### src/rtl/ww_pkg.sv
package ww_pkg;
   typedef enum logic [1:0] {
      WS_RUN   = 2'd0,
      WS_SLEEP = 2'd1,
      WS_WAKE  = 2'd2
   } ws_state_e;

   localparam int unsigned STAT_W      = 32;
   localparam int unsigned STAT_OPT_BIT = 31;
   localparam int unsigned STAT_HLT_BIT = 0;
endpackage

### src/rtl/ww_irq_qual.sv
module ww_irq_qual #(
   parameter int unsigned NUM_IRQ = 8
) (
   input  logic [NUM_IRQ-1:0] irq_pend,
   input  logic [NUM_IRQ-1:0] irq_mask,
   input  logic               glb_ie,
   input  logic               ign_ie_opt,
   output logic               any_live,
   output logic               take_req,
   output logic               sleep_wake
);
   logic [NUM_IRQ-1:0] live;

   for (genvar i = 0; i < NUM_IRQ; i++) begin : g_line
      assign live[i] = irq_pend[i] & irq_mask[i];
   end

   assign any_live   = |live;
   assign take_req   = any_live & glb_ie;
   assign sleep_wake = any_live & (glb_ie | ign_ie_opt);
endmodule

### src/rtl/ww_cycle_cnt.sv
module ww_cycle_cnt #(
   parameter int unsigned CNT_W = 32
) (
   input  logic             clk,
   input  logic             rst,
   output logic [CNT_W-1:0] count
);
   localparam logic [CNT_W-1:0] ONE = {{(CNT_W-1){1'b0}}, 1'b1};

   always_ff @(posedge clk) begin
      if (rst) count <= '0;
      else     count <= count + ONE;
   end

   AST_COUNT_STEP: assert property (@(posedge clk) disable iff (rst)
      1'b1 |=> (count == $past(count) + ONE));
endmodule

### src/rtl/ww_fsm.sv
module ww_fsm
   import ww_pkg::*;
(
   input  logic clk,
   input  logic rst,
   input  logic wait_retire,
   input  logic take_req,
   input  logic sleep_wake,
   input  logic glb_ie,
   output ws_state_e state,
   output logic run_en,
   output logic wake_pulse,
   output logic wake_exc
);
   ws_state_e state_d;
   logic      exc_q, exc_d;

   always_comb begin
      state_d = state;
      exc_d   = 1'b0;
      unique case (state)
         WS_RUN: begin
            if (wait_retire) begin
               if (take_req) begin
                  state_d = WS_WAKE;
                  exc_d   = 1'b1;
               end else begin
                  state_d = WS_SLEEP;
               end
            end
         end
         WS_SLEEP: begin
            if (sleep_wake) begin
               state_d = WS_WAKE;
               exc_d   = glb_ie;
            end
         end
         WS_WAKE:  state_d = WS_RUN;
         default:  state_d = WS_RUN;
      endcase
   end

   always_ff @(posedge clk) begin
      if (rst) begin
         state <= WS_RUN;
         exc_q <= 1'b0;
      end else begin
         state <= state_d;
         exc_q <= exc_d;
      end
   end

   assign run_en     = (state == WS_RUN);
   assign wake_pulse = (state == WS_WAKE);
   assign wake_exc   = exc_q;

   AST_RETIRE_HALTS: assert property (@(posedge clk) disable iff (rst)
      (run_en && wait_retire) |=> !run_en);
   AST_PULSE_SINGLE: assert property (@(posedge clk) disable iff (rst)
      wake_pulse |=> !wake_pulse);
   AST_RUN_RESUMES: assert property (@(posedge clk) disable iff (rst)
      wake_pulse |=> run_en);
   AST_EXC_IN_PULSE: assert property (@(posedge clk) disable iff (rst)
      wake_exc |-> wake_pulse);
   AST_QUIET_WAKE: assert property (@(posedge clk) disable iff (rst)
      (state == WS_SLEEP && sleep_wake && !glb_ie) |=> (wake_pulse && !wake_exc));
   AST_EARLY_WAKE: assert property (@(posedge clk) disable iff (rst)
      (run_en && wait_retire && take_req) |=> (wake_pulse && wake_exc));
endmodule

### src/rtl/wait_wake_ctrl.sv
module wait_wake_ctrl
   import ww_pkg::*;
#(
   parameter int unsigned NUM_IRQ = 8,
   parameter int unsigned CNT_W   = 32
) (
   input  logic               clk,
   input  logic               rst,
   input  logic               wait_retire,
   input  logic [NUM_IRQ-1:0] irq_pend,
   input  logic [NUM_IRQ-1:0] irq_mask,
   input  logic               glb_ie,
   input  logic               ign_ie_opt,
   output logic               run_en,
   output logic               wake_pulse,
   output logic               wake_exc,
   output logic [CNT_W-1:0]   cycle_count,
   output logic [31:0]        status
);
   if (NUM_IRQ < 1 || NUM_IRQ > 32) begin : g_bad_irq
      $error("wait_wake_ctrl: NUM_IRQ must lie in 1..32");
   end
   if (CNT_W < 2 || CNT_W > 64) begin : g_bad_cnt
      $error("wait_wake_ctrl: CNT_W must lie in 2..64");
   end

   logic      any_live, take_req, sleep_wake;
   ws_state_e state;

   ww_irq_qual #(.NUM_IRQ(NUM_IRQ)) u_qual (
      .irq_pend   (irq_pend),
      .irq_mask   (irq_mask),
      .glb_ie     (glb_ie),
      .ign_ie_opt (ign_ie_opt),
      .any_live   (any_live),
      .take_req   (take_req),
      .sleep_wake (sleep_wake)
   );

   ww_fsm u_fsm (
      .clk         (clk),
      .rst         (rst),
      .wait_retire (wait_retire),
      .take_req    (take_req),
      .sleep_wake  (sleep_wake),
      .glb_ie      (glb_ie),
      .state       (state),
      .run_en      (run_en),
      .wake_pulse  (wake_pulse),
      .wake_exc    (wake_exc)
   );

   ww_cycle_cnt #(.CNT_W(CNT_W)) u_cnt (
      .clk   (clk),
      .rst   (rst),
      .count (cycle_count)
   );

   always_comb begin
      status               = '0;
      status[STAT_OPT_BIT] = ign_ie_opt;
      status[STAT_HLT_BIT] = !run_en;
   end

   AST_MASKED_STAYS: assert property (@(posedge clk) disable iff (rst)
      (state == WS_SLEEP && !any_live) |=> !wake_pulse);
   AST_DEFAULT_NEEDS_IE: assert property (@(posedge clk) disable iff (rst)
      (state == WS_SLEEP && !ign_ie_opt && !glb_ie) |=> !wake_pulse);
   AST_RUN_UNDISTURBED: assert property (@(posedge clk) disable iff (rst)
      (run_en && !wait_retire) |=> (run_en && !wake_pulse));
endmodule

### config.mk
export PLATFORM = sky130hd
export DESIGN_NAME = wait_wake_ctrl
export DESIGN_NICKNAME = d
export VERILOG_FILES = /design/src/rtl/ww_pkg.sv /design/src/rtl/ww_irq_qual.sv /design/src/rtl/ww_cycle_cnt.sv /design/src/rtl/ww_fsm.sv /design/src/rtl/wait_wake_ctrl.sv
export SDC_FILE = /design/constraint.sdc
export NUM_CORES = 1
export LEC_CHECK = 0
export BUFFER_PORTS_ARGS = -buffer_cell sky130_fd_sc_hd__buf_2
export CORE_ASPECT_RATIO = 0.6
export CORE_MARGIN = 1
export CORE_UTILIZATION = 40
export CTS_CLUSTER_DIAMETER = 120
export CTS_CLUSTER_SIZE = 8
export DETAILED_ROUTE_END_ITERATION = 8
export PLACE_DENSITY = 0.76
export SLEW_MARGIN = 25
export SYNTH_ARGS = -nofsm -noshare
export SYNTH_HDL_FRONTEND = slang
export SYNTH_SLANG_ARGS = --single-unit
### constraint.sdc
create_clock -name clk -period 2 [get_ports clk]
set_input_delay 0.6 -clock clk [delete_from_list [all_inputs] [get_ports clk]]
set_output_delay 0.6 -clock clk [all_outputs]
set_load 0.01 [all_outputs]
; ---- Word-level counts from Yosys, hierarchy flattened
; Index checks and enable logic that the tools add are counted.
[totals]
input_bits = 21
wordCells = 31
out_inout_bits = 67
reg_bits = 35
[classes]
n_eq_ne = 4
n_mux = 8
bitwise_logic = 11
n_reduce_logical = 4
addsub = 1
[op_table]
columns = op, n
row1 = $add 32x1->32 const B, 1
row2 = $and 1x1->1, 10
row3 = $reduce_or 8->1, 1
row4 = $mux 2, 3
row5 = $ne 2x2->1 const B, 2
row6 = $pmux 2 s2, 1
row7 = $mux 1, 3
row8 = $eq 2x1->1 const B, 1
row9 = $eq 2x2->1 const B, 1
row10 = $logic_not 2->1, 1
row11 = $pmux 1 s2, 1
row12 = $reduce_and 2->1, 1
row13 = $logic_not 1->1, 1
row14 = $or 1x1->1, 1

; ---- Longest topological paths before layout
; Gate-level depths: netlist (run 1).
[depth]
word_depth = 6
ltp_mapped = 6
depth_no_buf = 5

; ---- Modules after synthesis
; Synthesis (run 1) repeated with hierarchy kept, for this count alone.
[unflattened]
hier_cells = 224
hier_area_um2 = 1923.1
[by_module_without_submodules]
columns = mod, seq_area_each_um2, cells_each, instances, area_per_inst_um2
row1 = ww_cycle_cnt, 640.6, 168, 1, 1475.2
row2 = wait_wake_ctrl, 0.0, 33, 1, 240.2
row3 = ww_fsm, 60.1, 14, 1, 126.4
row4 = ww_irq_qual, 0.0, 9, 1, 81.3

; ---- Worst setup path before layout (run 1)
; No wires, ideal clock.
[synth_path]
path_kind = flip-flop to flip-flop
startpoint = register u_cnt.count[18]
endpoint = register u_cnt.count[31]
setup_time_ns = 0.115
period_less_slack_ns = 1.806
required_time_ns = 1.885
path_slack_ns = 0.194
stages_incl_launch_ff = 5
arrival_time_ns = 1.691
path_buffers = 0
path_cell_list = dfxtp_1 > nand4_2 > or4_4 > o31a_2 > o21ba_2
[synth_between]
elab_chain_len = 1
[synth_rtl]
columns = item, line
row1 = from (decl), ww_cycle_cnt.sv:6  ; output logic [CNT_W-1:0] count
row2 = from (signal assigned), ww_cycle_cnt.sv:12  ; else count <= count + ONE;
row3 = $add 32x1->32, ww_cycle_cnt.sv:12
; No other way between the ends.
; A chain may end at the register's enable or synchronous reset.

; ---- Final worst setup path (run 1)
; Ends and elaborated chain as after synthesis.

==> results.tsv, run 1 <==
metric	value	unit
outcome	finished with violations	
Setup Viol. Count Final	0	
Core Area	4588	um^2
top cell type's share of synthesized area	0.3667	
hold crit path type	reg2reg	
final worst slack	133.8	ps
Layout area overhead	19.91	%
Most used DFF post-synth	dfxtp_1	
failing checks	DRC	
Cell Rows	19	
residual DRC count	2	
post-DR vias/cell	5.051	
Setup Crit Path Kind	reg2reg	
worst-skew pair later-pin latency	300	ps
count leader, synth	dfxtp_1	
HPWL after DPL	3213	um
clock slew at reported path FFs	70	ps
starting DRC count in detailed routing	75	
reg-to-reg endpoint	u_cnt.count[31]$_SDFF_PP0_	
synthesized area	1911	um^2
Final Skew	6.328	ps
Setup crit start kind	register	
crit path DAT	2060	ps
RSZ-0062 raised after global routing	no	
share of cells above drive strength 1	0.3106	
Post-CTS Setup Bufs	0	
max-slew violations	0	
# diodes	0	
CTS tree	yes	
Yosys top cell by area	dfxtp_1	
vias post-DR	1798	
first-pass GRT wire length	7314	um
largest net degree at the start of global routing	22	
crit end category	register	
Layout Nets	314	
Syn Inst Count	224	
I/O pin count	88	
Tcrit/Tclk final	0.9331	
most frequent cells after synthesis	dfxtp_1 (35), buf_4 (31), a21oi_1 (19)	
gp weighted congestion	0.7710	
total CTS buffers	5	
MaxCap Viol Count	0	
CP cell instances	nand4_2 > or4_4 > o31a_2 > o21ba_2	
synthesized area per cell	8.529	um^2
Final Non-Filler Cells	356	
RR Startpoint	u_cnt.count[18]$_SDFF_PP0_	
sequential area share after synthesis	0.3667	
Total Die Area	5066	um^2
GRT Max-Usage Layer	met2	
Chip Width	91.23	um
Netlist cell types	38	
HP Start	u_cnt.count[0]$_SDFF_PP0_	
drt wl/cell	12.29	um
Async SR Flop Fraction	0	
worst slack, placed	81.60	ps
final critical-path required period	1866	ps
top cells by area, synth	dfxtp_1 (37%), buf_4 (12%), a21oi_1 (5.0%)	
Placed Cells incl. Taps	348	
r2r setup slk	130	ps
GR Util All Layers	0.1852	
VDD IR max	210.2	uV
hold path depth	1	
YS warnings	0	
met1 Track Usage GR	0.2500	
CP peak stage delay	580	ps
Worst path slowest cell	or4_4	
Die Y	55.54	um
H-tree depth	2	
DRT Pass-1 Iters	6	
Hold Path Sink	u_cnt.count[0]$_SDFF_PP0_	
# fillers	443	
pwr dens	574.6	nW/um^2
final WL	4375	um
initial antenna violation count	0	
global-route met2 utilization	0.2716	
Max Root-Sink Buffers	2	
GRT overflow	0	
Leakage	1.001	nW
Root Buffer	clkbuf_8	
total power	1.316	mW
Detail Route Antenna Nets	0	
number of port buffers	57	
Synth Register Bits	35	
CTS sink cnt	35	
final hold slack	485.9	ps
reg2reg path depth	4	
CP Max Fanout	8	
Max Clk Rate	0.5359	GHz
Starting Density	0.4164	
TNS Setup	0	ps
final hold vios	0	
EDFF count, synth	0	
number of global-route vias before repair	1531	
met3 GRT Util	0.07025	
Crit path required time	2190	ps
-- layout make-up --
| type | instances | area (um^2) | share of cell area |
|---|---|---|---|
| Multi-Input combinational cell | 172 | 1006 | 0.4391 |
| Sequential cell | 35 | 700.7 | 0.3058 |
| Timing Repair Buffer | 73 | 405.4 | 0.1770 |
| Tap cell | 63 | 78.83 | 0.03441 |
| Clock buffer | 7 | 76.32 | 0.03332 |
| Inverter | 5 | 18.77 | 0.008192 |
| Clock inverter | 1 | 5.005 | 0.002185 |
-- placed cells by master, fill, tap and decap left out --
| cell | instances |
|---|---|
| a21oi_1 | 19 |
| a22oi_1 | 4 |
| and2_1 | 1 |
| and3_1 | 3 |
| and4_1 | 5 |
| and4_2 | 1 |
| buf_2 | 57 |
| buf_4 | 16 |
| clkbuf_1 | 2 |
| clkbuf_8 | 5 |
| clkinv_2 | 1 |
| conb_1 | 30 |
| dfxtp_1 | 35 |
| ha_1 | 1 |
| inv_1 | 5 |
| mux2_2 | 1 |
| nand2_1 | 14 |
| nand2_2 | 1 |
| nand3_1 | 9 |
| nand4_1 | 8 |
| nand4_2 | 1 |
| nor2_1 | 12 |
| nor2b_1 | 3 |
| nor3b_1 | 1 |
| nor4_1 | 3 |
| o21ai_0 | 8 |
| o21ba_2 | 2 |
| o31a_1 | 1 |
| o31a_2 | 1 |
| o31ai_1 | 12 |
| or2_2 | 2 |
| or3_1 | 5 |
| or3_2 | 1 |
| or4_1 | 12 |
| or4_2 | 1 |
| or4_4 | 1 |
| xnor2_1 | 2 |
| xor2_1 | 7 |
-- critical path, delay by kind of cell (launching register included) --
family / cells / cell delay (ps)
AOI/OAI and AO/OA: 2 / 540
DFF: 1 / 460
and+or+nand+nor: 2 / 760
-- logic make-up after synthesis --
group | after synthesis | share of synthesized area
xor gates and xnor gates | 9 | 0.04126
AOI/OAI and AO/OA | 47 | 0.1539
other | 1 | 0.001963
DFF | 35 | 0.3667
adders and majority gates | 1 | 0.006548
muxes | 1 | 0.005893
buffers and inverters | 46 | 0.1650
and+or+nand+nor | 84 | 0.2587
-- layer usage --
metal,up-vias,share of wire
met1,847,0.50
li1,894,-
met2,48,0.43
met4,0,0.017
met5,-,0
met3,9,0.051
-- through the flow --
step	cell area [um^2]	utilization
floorplan	2019	-
global placement	2207	0.4810
detailed placement	2207	0.4810
CTS	2288	0.4988
global route	2291	0.4993
finish	2291	0.4993
-- how the worst max path moves through the flow --
stage	endpoint	slack, ps	from
floorplan	u_cnt.count[31]$_SDFF_PP0_	190	u_cnt.count[18]$_SDFF_PP0_
global placement	u_cnt.count[31]$_SDFF_PP0_	210	u_cnt.count[18]$_SDFF_PP0_
detailed placement	u_cnt.count[26]$_SDFF_PP0_	80	u_cnt.count[0]$_SDFF_PP0_
CTS	u_cnt.count[26]$_SDFF_PP0_	70	u_cnt.count[0]$_SDFF_PP0_
global route	u_cnt.count[24]$_SDFF_PP0_	10	u_cnt.count[0]$_SDFF_PP0_
finish	u_cnt.count[31]$_SDFF_PP0_	130	u_cnt.count[18]$_SDFF_PP0_
-- what timing repair did --
item | in CTS | in global routing
setup endpoints to repair | 0 | 4
hold buffers | 0 | 0
resized for setup | 0 | 1
-- state kept, by name, indices dropped and copies added (netlist names) --
| name | cells |
|---|---|
| u_cnt.count | 32 |
| u_fsm.wake_exc | 1 |
| u_fsm.state | 2 |
-- where the power goes --
| group | total, mW | switching (mW) | internal (mW) |
|---|---|---|---|
| registers | 0.714 | 0.00826 | 0.706 |
| clock network | 0.499 | 0.255 | 0.244 |
| logic | 0.103 | 0.0648 | 0.0385 |
| total | 1.32 | 0.328 | 0.988 |
(Power assumes the default switching activity.)
==> run 2, diff against run 1 <==
Settings changed: CORE_MARGIN 1 to 5.
==> results.tsv, run 2 (synthesis results as in run 1) <==
metric	value	unit	change
# diodes	0		unchanged
Core Area	4588	um^2	unchanged
Post-CTS Setup Bufs	0		unchanged
Cell Rows	19		unchanged
most frequent cells in the layout	buf_2 (57), dfxtp_1 (35), conb_1 (30)		
final WL	4574	um	+4.5%
Setup crit start kind	register		
largest net degree at the start of global routing	19		-14%
max-slew violations	0		unchanged
total CTS buffers	5		unchanged
Max Clk Rate	0.5387	GHz	+0.54%
post-DR vias/cell	5.048		about the same
Setup Viol. Count Final	0		unchanged
first-pass GRT wire length	7272	um	-0.57%
hold buffer count at cts	0		unchanged
Sw Ratio	0.2462		-0.002958
CP Max Fanout	8		unchanged
Final Skew	9.044	ps	+2.716 ps
Final Util	0.4977		-0.001636
H-tree depth	2		unchanged
Total Die Area	6304	um^2	+24%
VDD IR max	277.4	uV	+32%
Chip Width	99.23	um	+8.8%
final hold slack	472.5	ps	-13.36 ps
CTS sink cnt	35		unchanged
Crit path required time	2180	ps	about the same
Tcrit/Tclk final	0.9281		-0.004972
pwr dens	574.2	nW/um^2	about the same
worst-skew pair later-pin latency	290	ps	about the same
internal power	0.9884	mW	about the same
GR Util All Layers	0.1449		-0.04030
HPWL after DPL	3475	um	+8.1%
outcome	finished clean		
Setup Crit Path Kind	reg2reg		
share of cells above drive strength 1	0.3082		-0.002361
start point of the critical path	u_cnt.count[18]$_SDFF_PP0_		
MaxCap Viol Count	0		unchanged
total power	1.311	mW	-0.38%
clock slew at reported path FFs	70	ps	about the same
CTS tree	yes		
reg2reg path depth	4		unchanged
Top reg by flops	u_cnt.count		
commonest non-fill, non-tap cell in the layout	buf_2		
initial antenna violation count	0		unchanged
vias post-DR	1792		-0.33%
number of global-route vias before repair	1531		unchanged
combinational power share	0.079		about the same
drt wl/cell	12.88	um	+4.8%
final hold vios	0		unchanged
number of port buffers	57		unchanged
Layout area overhead	19.52	%	
final critical-path required period	1856	ps	-9.944 ps
crit path DAT	2040	ps	-20 ps
Root Buffer	clkbuf_8		
Starting Density	0.4164		unchanged
Max Root-Sink Buffers	2		unchanged
hold crit path type	reg2reg		
clock network power share	0.377		-0.002
crit end category	register		
RSZ-0062 raised after global routing	no		
DRT Pass-1 Iters	4		-2
post-CTS resize count	0		unchanged
Final Non-Filler Cells	355		-0.28%
Hold Path Sink	u_cnt.count[0]$_SDFF_PP0_		
residual DRC count	0		-2
GRT overflow	0		unchanged
starting DRC count in detailed routing	83		+11%
Leakage	0.9985	nW	-0.28%
max reg flops	32		unchanged
gp weighted congestion	0.7653		-0.74%
Die Y	63.54	um	+14%
HP Start	u_cnt.count[0]$_SDFF_PP0_		
Sw Pwr	0.3228	mW	-1.6%
Layout Nets	313		-0.32%
r2r setup slk	140	ps	about the same
hold path depth	1		unchanged
Placed Cells incl. Taps	347		-0.29%
reg-to-reg endpoint	u_cnt.count[31]$_SDFF_PP0_		
I/O pin count	88		unchanged
TNS Setup	0	ps	unchanged
RR Startpoint	u_cnt.count[18]$_SDFF_PP0_		
Seq pwr share	0.544		+0.002
Detail Route Antenna Nets	0		unchanged
# fillers	454		+2.5%
==> run 2: metal layers <==
| layer | GRT usage | part of all wire | vias up |
|---|---|---|---|
| met1 | 0.1968 | 0.45 | 844 |
| met2 | 0.2040 | 0.45 | 58 |
| met5 | 0 | 0 | - |
| li1 | - | - | 884 |
| met3 | 0.04741 | 0.080 | 6 |
| met4 | 0.06985 | 0.016 | 0 |
==> run 2: cell type report <==
cell class,count,area [um^2],area share
well taps,63,78.83,0.03452
repair buffers,72,397.9,0.1742
clock buffers,7,76.32,0.03342
flip-flops and latches,35,700.7,0.3068
clock inverters,1,5.005,0.002192
inverters,5,18.77,0.008219
multi-input cells,172,1006,0.4405
==> run 2: worst max-delay path, stage by stage (launching register included) <==
cell and delay (ps):
dfxtp_1 450, nand4_2 180, or4_4 580, o31a_2 330, o21ba_2 200
==> run 2: power groups by stage <==
stage	clock, mW	sequential (mW)	combinational [mW]
after global routing	0.544	0.715	0.117
after global placement	0	0.728	0.103
after CTS	0.510	0.713	0.103
final	0.494	0.713	0.104
after detailed placement	0	0.729	0.103
after floorplan	0	0.731	0.108
==> run 2: worst max-delay path by stage <==
stage | end | slack, ps | depth (start not counted)
after floorplan | u_cnt.count[31]$_SDFF_PP0_ | 190 | 4
after global placement | u_cnt.count[31]$_SDFF_PP0_ | 210 | 4
after detailed placement | u_cnt.count[31]$_SDFF_PP0_ | 160 | 4
after CTS | u_cnt.count[26]$_SDFF_PP0_ | 150 | 6
after global routing | u_cnt.count[30]$_SDFF_PP0_ | 50 | 4
final | u_cnt.count[31]$_SDFF_PP0_ | 140 | 4
==> run 2: metrics by stage <==
step	worst slack [ps]	instance area (um^2)
final	143.8	2283
after global routing	52.67	2283
after CTS	145.7	2281
after detailed placement	160.3	2200
after global placement	211.3	2200
after floorplan	193.6	2019
==> run 3, diff against run 2 <==
Settings changed: PLACE_DENSITY 0.76 to 0.7.
==> results.tsv, run 3 (synthesis results as in run 1) <==
metric	value	unit	change
Setup crit start kind	register		
hold path depth	2		+1
post-CTS resize count	0		unchanged
Total Die Area	6304	um^2	unchanged
number of port buffers	57		unchanged
combinational power share	0.081		+0.002
pwr dens	572.0	nW/um^2	-0.39%
I/O pin count	88		unchanged
reg-to-reg endpoint	u_cnt.count[31]$_SDFF_PP0_		
Chip Width	99.23	um	unchanged
global-route met2 utilization	0.2216		+0.01756
hold crit path type	reg2reg		
Layout area overhead	20.56	%	
Core Area	4588	um^2	unchanged
Top reg by flops	u_cnt.count		
worst-skew pair later-pin latency	290	ps	about the same
# diodes	0		unchanged
HPWL after DPL	3456	um	-0.54%
vias post-DR	1791		-0.056%
CTS tree	yes		
crit path DAT	2090	ps	+50 ps
total power	1.318	mW	+0.49%
initial antenna violation count	0		unchanged
CTS sink cnt	35		unchanged
WP buf/inv	0		unchanged
GR Util All Layers	0.1441		-0.0007276
Detail Route Antenna Nets	0		unchanged
number of global-route vias before repair	1649		+7.7%
commonest non-fill, non-tap cell in the layout	buf_2		
max reg flops	32		unchanged
Max Clk Rate	0.5256	GHz	-2.4%
HP Start	u_cnt.count[11]$_SDFF_PP0_		
Setup Crit Path Kind	reg2reg		
H-tree depth	2		unchanged
Tcrit/Tclk final	0.9513		+0.02321
DRT Pass-1 Iters	5		+1
GRT overflow	0		unchanged
largest delay contributor family on the critical path	simple AND/OR/NAND/NOR gates		
Final Skew	7.929	ps	-1.115 ps
final hold vios	0		unchanged
Cell Rows	19		unchanged
drt wl/cell	12.74	um	-1.1%
post-DR vias/cell	5.003		-0.89%
Post-CTS Setup Bufs	0		unchanged
reg2reg path depth	4		unchanged
first-pass GRT wire length	7369	um	+1.3%
internal power	0.9900	mW	+0.17%
largest net degree at the start of global routing	23		+4
RR Startpoint	u_cnt.count[22]$_SDFF_PP0_		
Crit path required time	2180	ps	about the same
Sw Pwr	0.3276	mW	+1.5%
Layout Nets	316		+0.96%
met1 Track Usage GR	0.1842		-0.01267
residual DRC count	0		unchanged
r2r setup slk	100	ps	-50 ps
met3 GRT Util	0.04190		-0.005513
RSZ-0062 raised after global routing	no		
starting DRC count in detailed routing	63		-24%
Seq pwr share	0.540		-0.004
CP cell instances	nand4_1 > or4_4 > o31a_2 > o21ba_2		
Die Y	63.54	um	unchanged
hold buffer count at cts	0		unchanged
final critical-path required period	1903	ps	+46.42 ps
Leakage	1.013	nW	+1.5%
clock network power share	0.378		about the same
Worst path slowest cell	or4_4		
CP Max Fanout	8		unchanged
MaxCap Viol Count	0		unchanged
share of cells above drive strength 1	0.3119		+0.003645
crit end category	register		
total CTS buffers	5		unchanged
gp weighted congestion	0.8185		+7.0%
Hold Path Sink	u_cnt.count[11]$_SDFF_PP0_		
GRT Max-Usage Layer	met2		
most frequent cells in the layout	buf_2 (57), dfxtp_1 (35), conb_1 (30)		
VDD IR max	210.2	uV	-24%
clock slew at reported path FFs	70	ps	about the same
final WL	4562	um	-0.26%
Starting Density	0.4164		unchanged
Sw Ratio	0.2486		+0.002408
TNS Setup	0	ps	unchanged
Root Buffer	clkbuf_8		
outcome	finished clean		
CP peak stage delay	580	ps	about the same
# fillers	446		-1.8%
Max Root-Sink Buffers	2		unchanged
Setup Viol. Count Final	0		unchanged
max-slew violations	0		unchanged
run 3: cell type report:
class                           instances  area, um^2  share of cell area
Tap cell                               63       78.83             0.03422
Inverter                                5       18.77            0.008148
Multi-Input combinational cell        172        1003              0.4356
Clock buffer                            7       76.32             0.03313
Clock inverter                          1       5.005            0.002173
Timing Repair Buffer                   75       420.4              0.1825
Sequential cell                        35       700.7              0.3042
run 3: through the flow:
step	util	setup WS (ps)	std cells	cell area, um^2	hold WS (ps)
floorplan	-	193.6	253	2019	472.9
global placement	0.4843	210.0	350	2222	492.2
detailed placement	0.4843	137.1	350	2222	503.8
CTS	0.5020	107.1	358	2303	515.2
global route	0.5020	34.41	358	2303	535.7
finish	0.5020	97.34	358	2303	510.9
run 3: power by group through the flow:
stage | sequential (mW) | combinational (mW) | clock, mW
floorplan | 0.731 | 0.108 | 0
global placement | 0.728 | 0.105 | 0
detailed placement | 0.728 | 0.107 | 0
CTS | 0.712 | 0.107 | 0.518
global route | 0.713 | 0.122 | 0.550
finish | 0.712 | 0.107 | 0.498
run 3: worst max-delay path by stage:
stage,start,endpoint,cells after the start
6_report,u_cnt.count[22]$_SDFF_PP0_,u_cnt.count[31]$_SDFF_PP0_,4
5_1_grt,u_cnt.count[1]$_SDFF_PP0_,u_cnt.count[24]$_SDFF_PP0_,6
4_1_cts,u_cnt.count[22]$_SDFF_PP0_,u_cnt.count[31]$_SDFF_PP0_,4
3_5_place_dp,u_cnt.count[18]$_SDFF_PP0_,u_cnt.count[31]$_SDFF_PP0_,4
3_3_place_gp,u_cnt.count[18]$_SDFF_PP0_,u_cnt.count[31]$_SDFF_PP0_,4
2_1_floorplan,u_cnt.count[18]$_SDFF_PP0_,u_cnt.count[31]$_SDFF_PP0_,4
run 3: metal layers:
| metal | vias to the layer above | wire length, um | share of wire |
|---|---|---|---|
| met2 | 67 | 2000 | 0.44 |
| met1 | 817 | 2097 | 0.46 |
| met5 | - | 0 | 0 |
| li1 | 900 | - | - |
| met3 | 7 | 387 | 0.085 |
| met4 | 0 | 77 | 0.017 |
run 3: worst min-delay path: stages, from the launching register on:
cell	delay (ps)
dfxtp_1	330
o21ai_0	80
a21oi_1	60
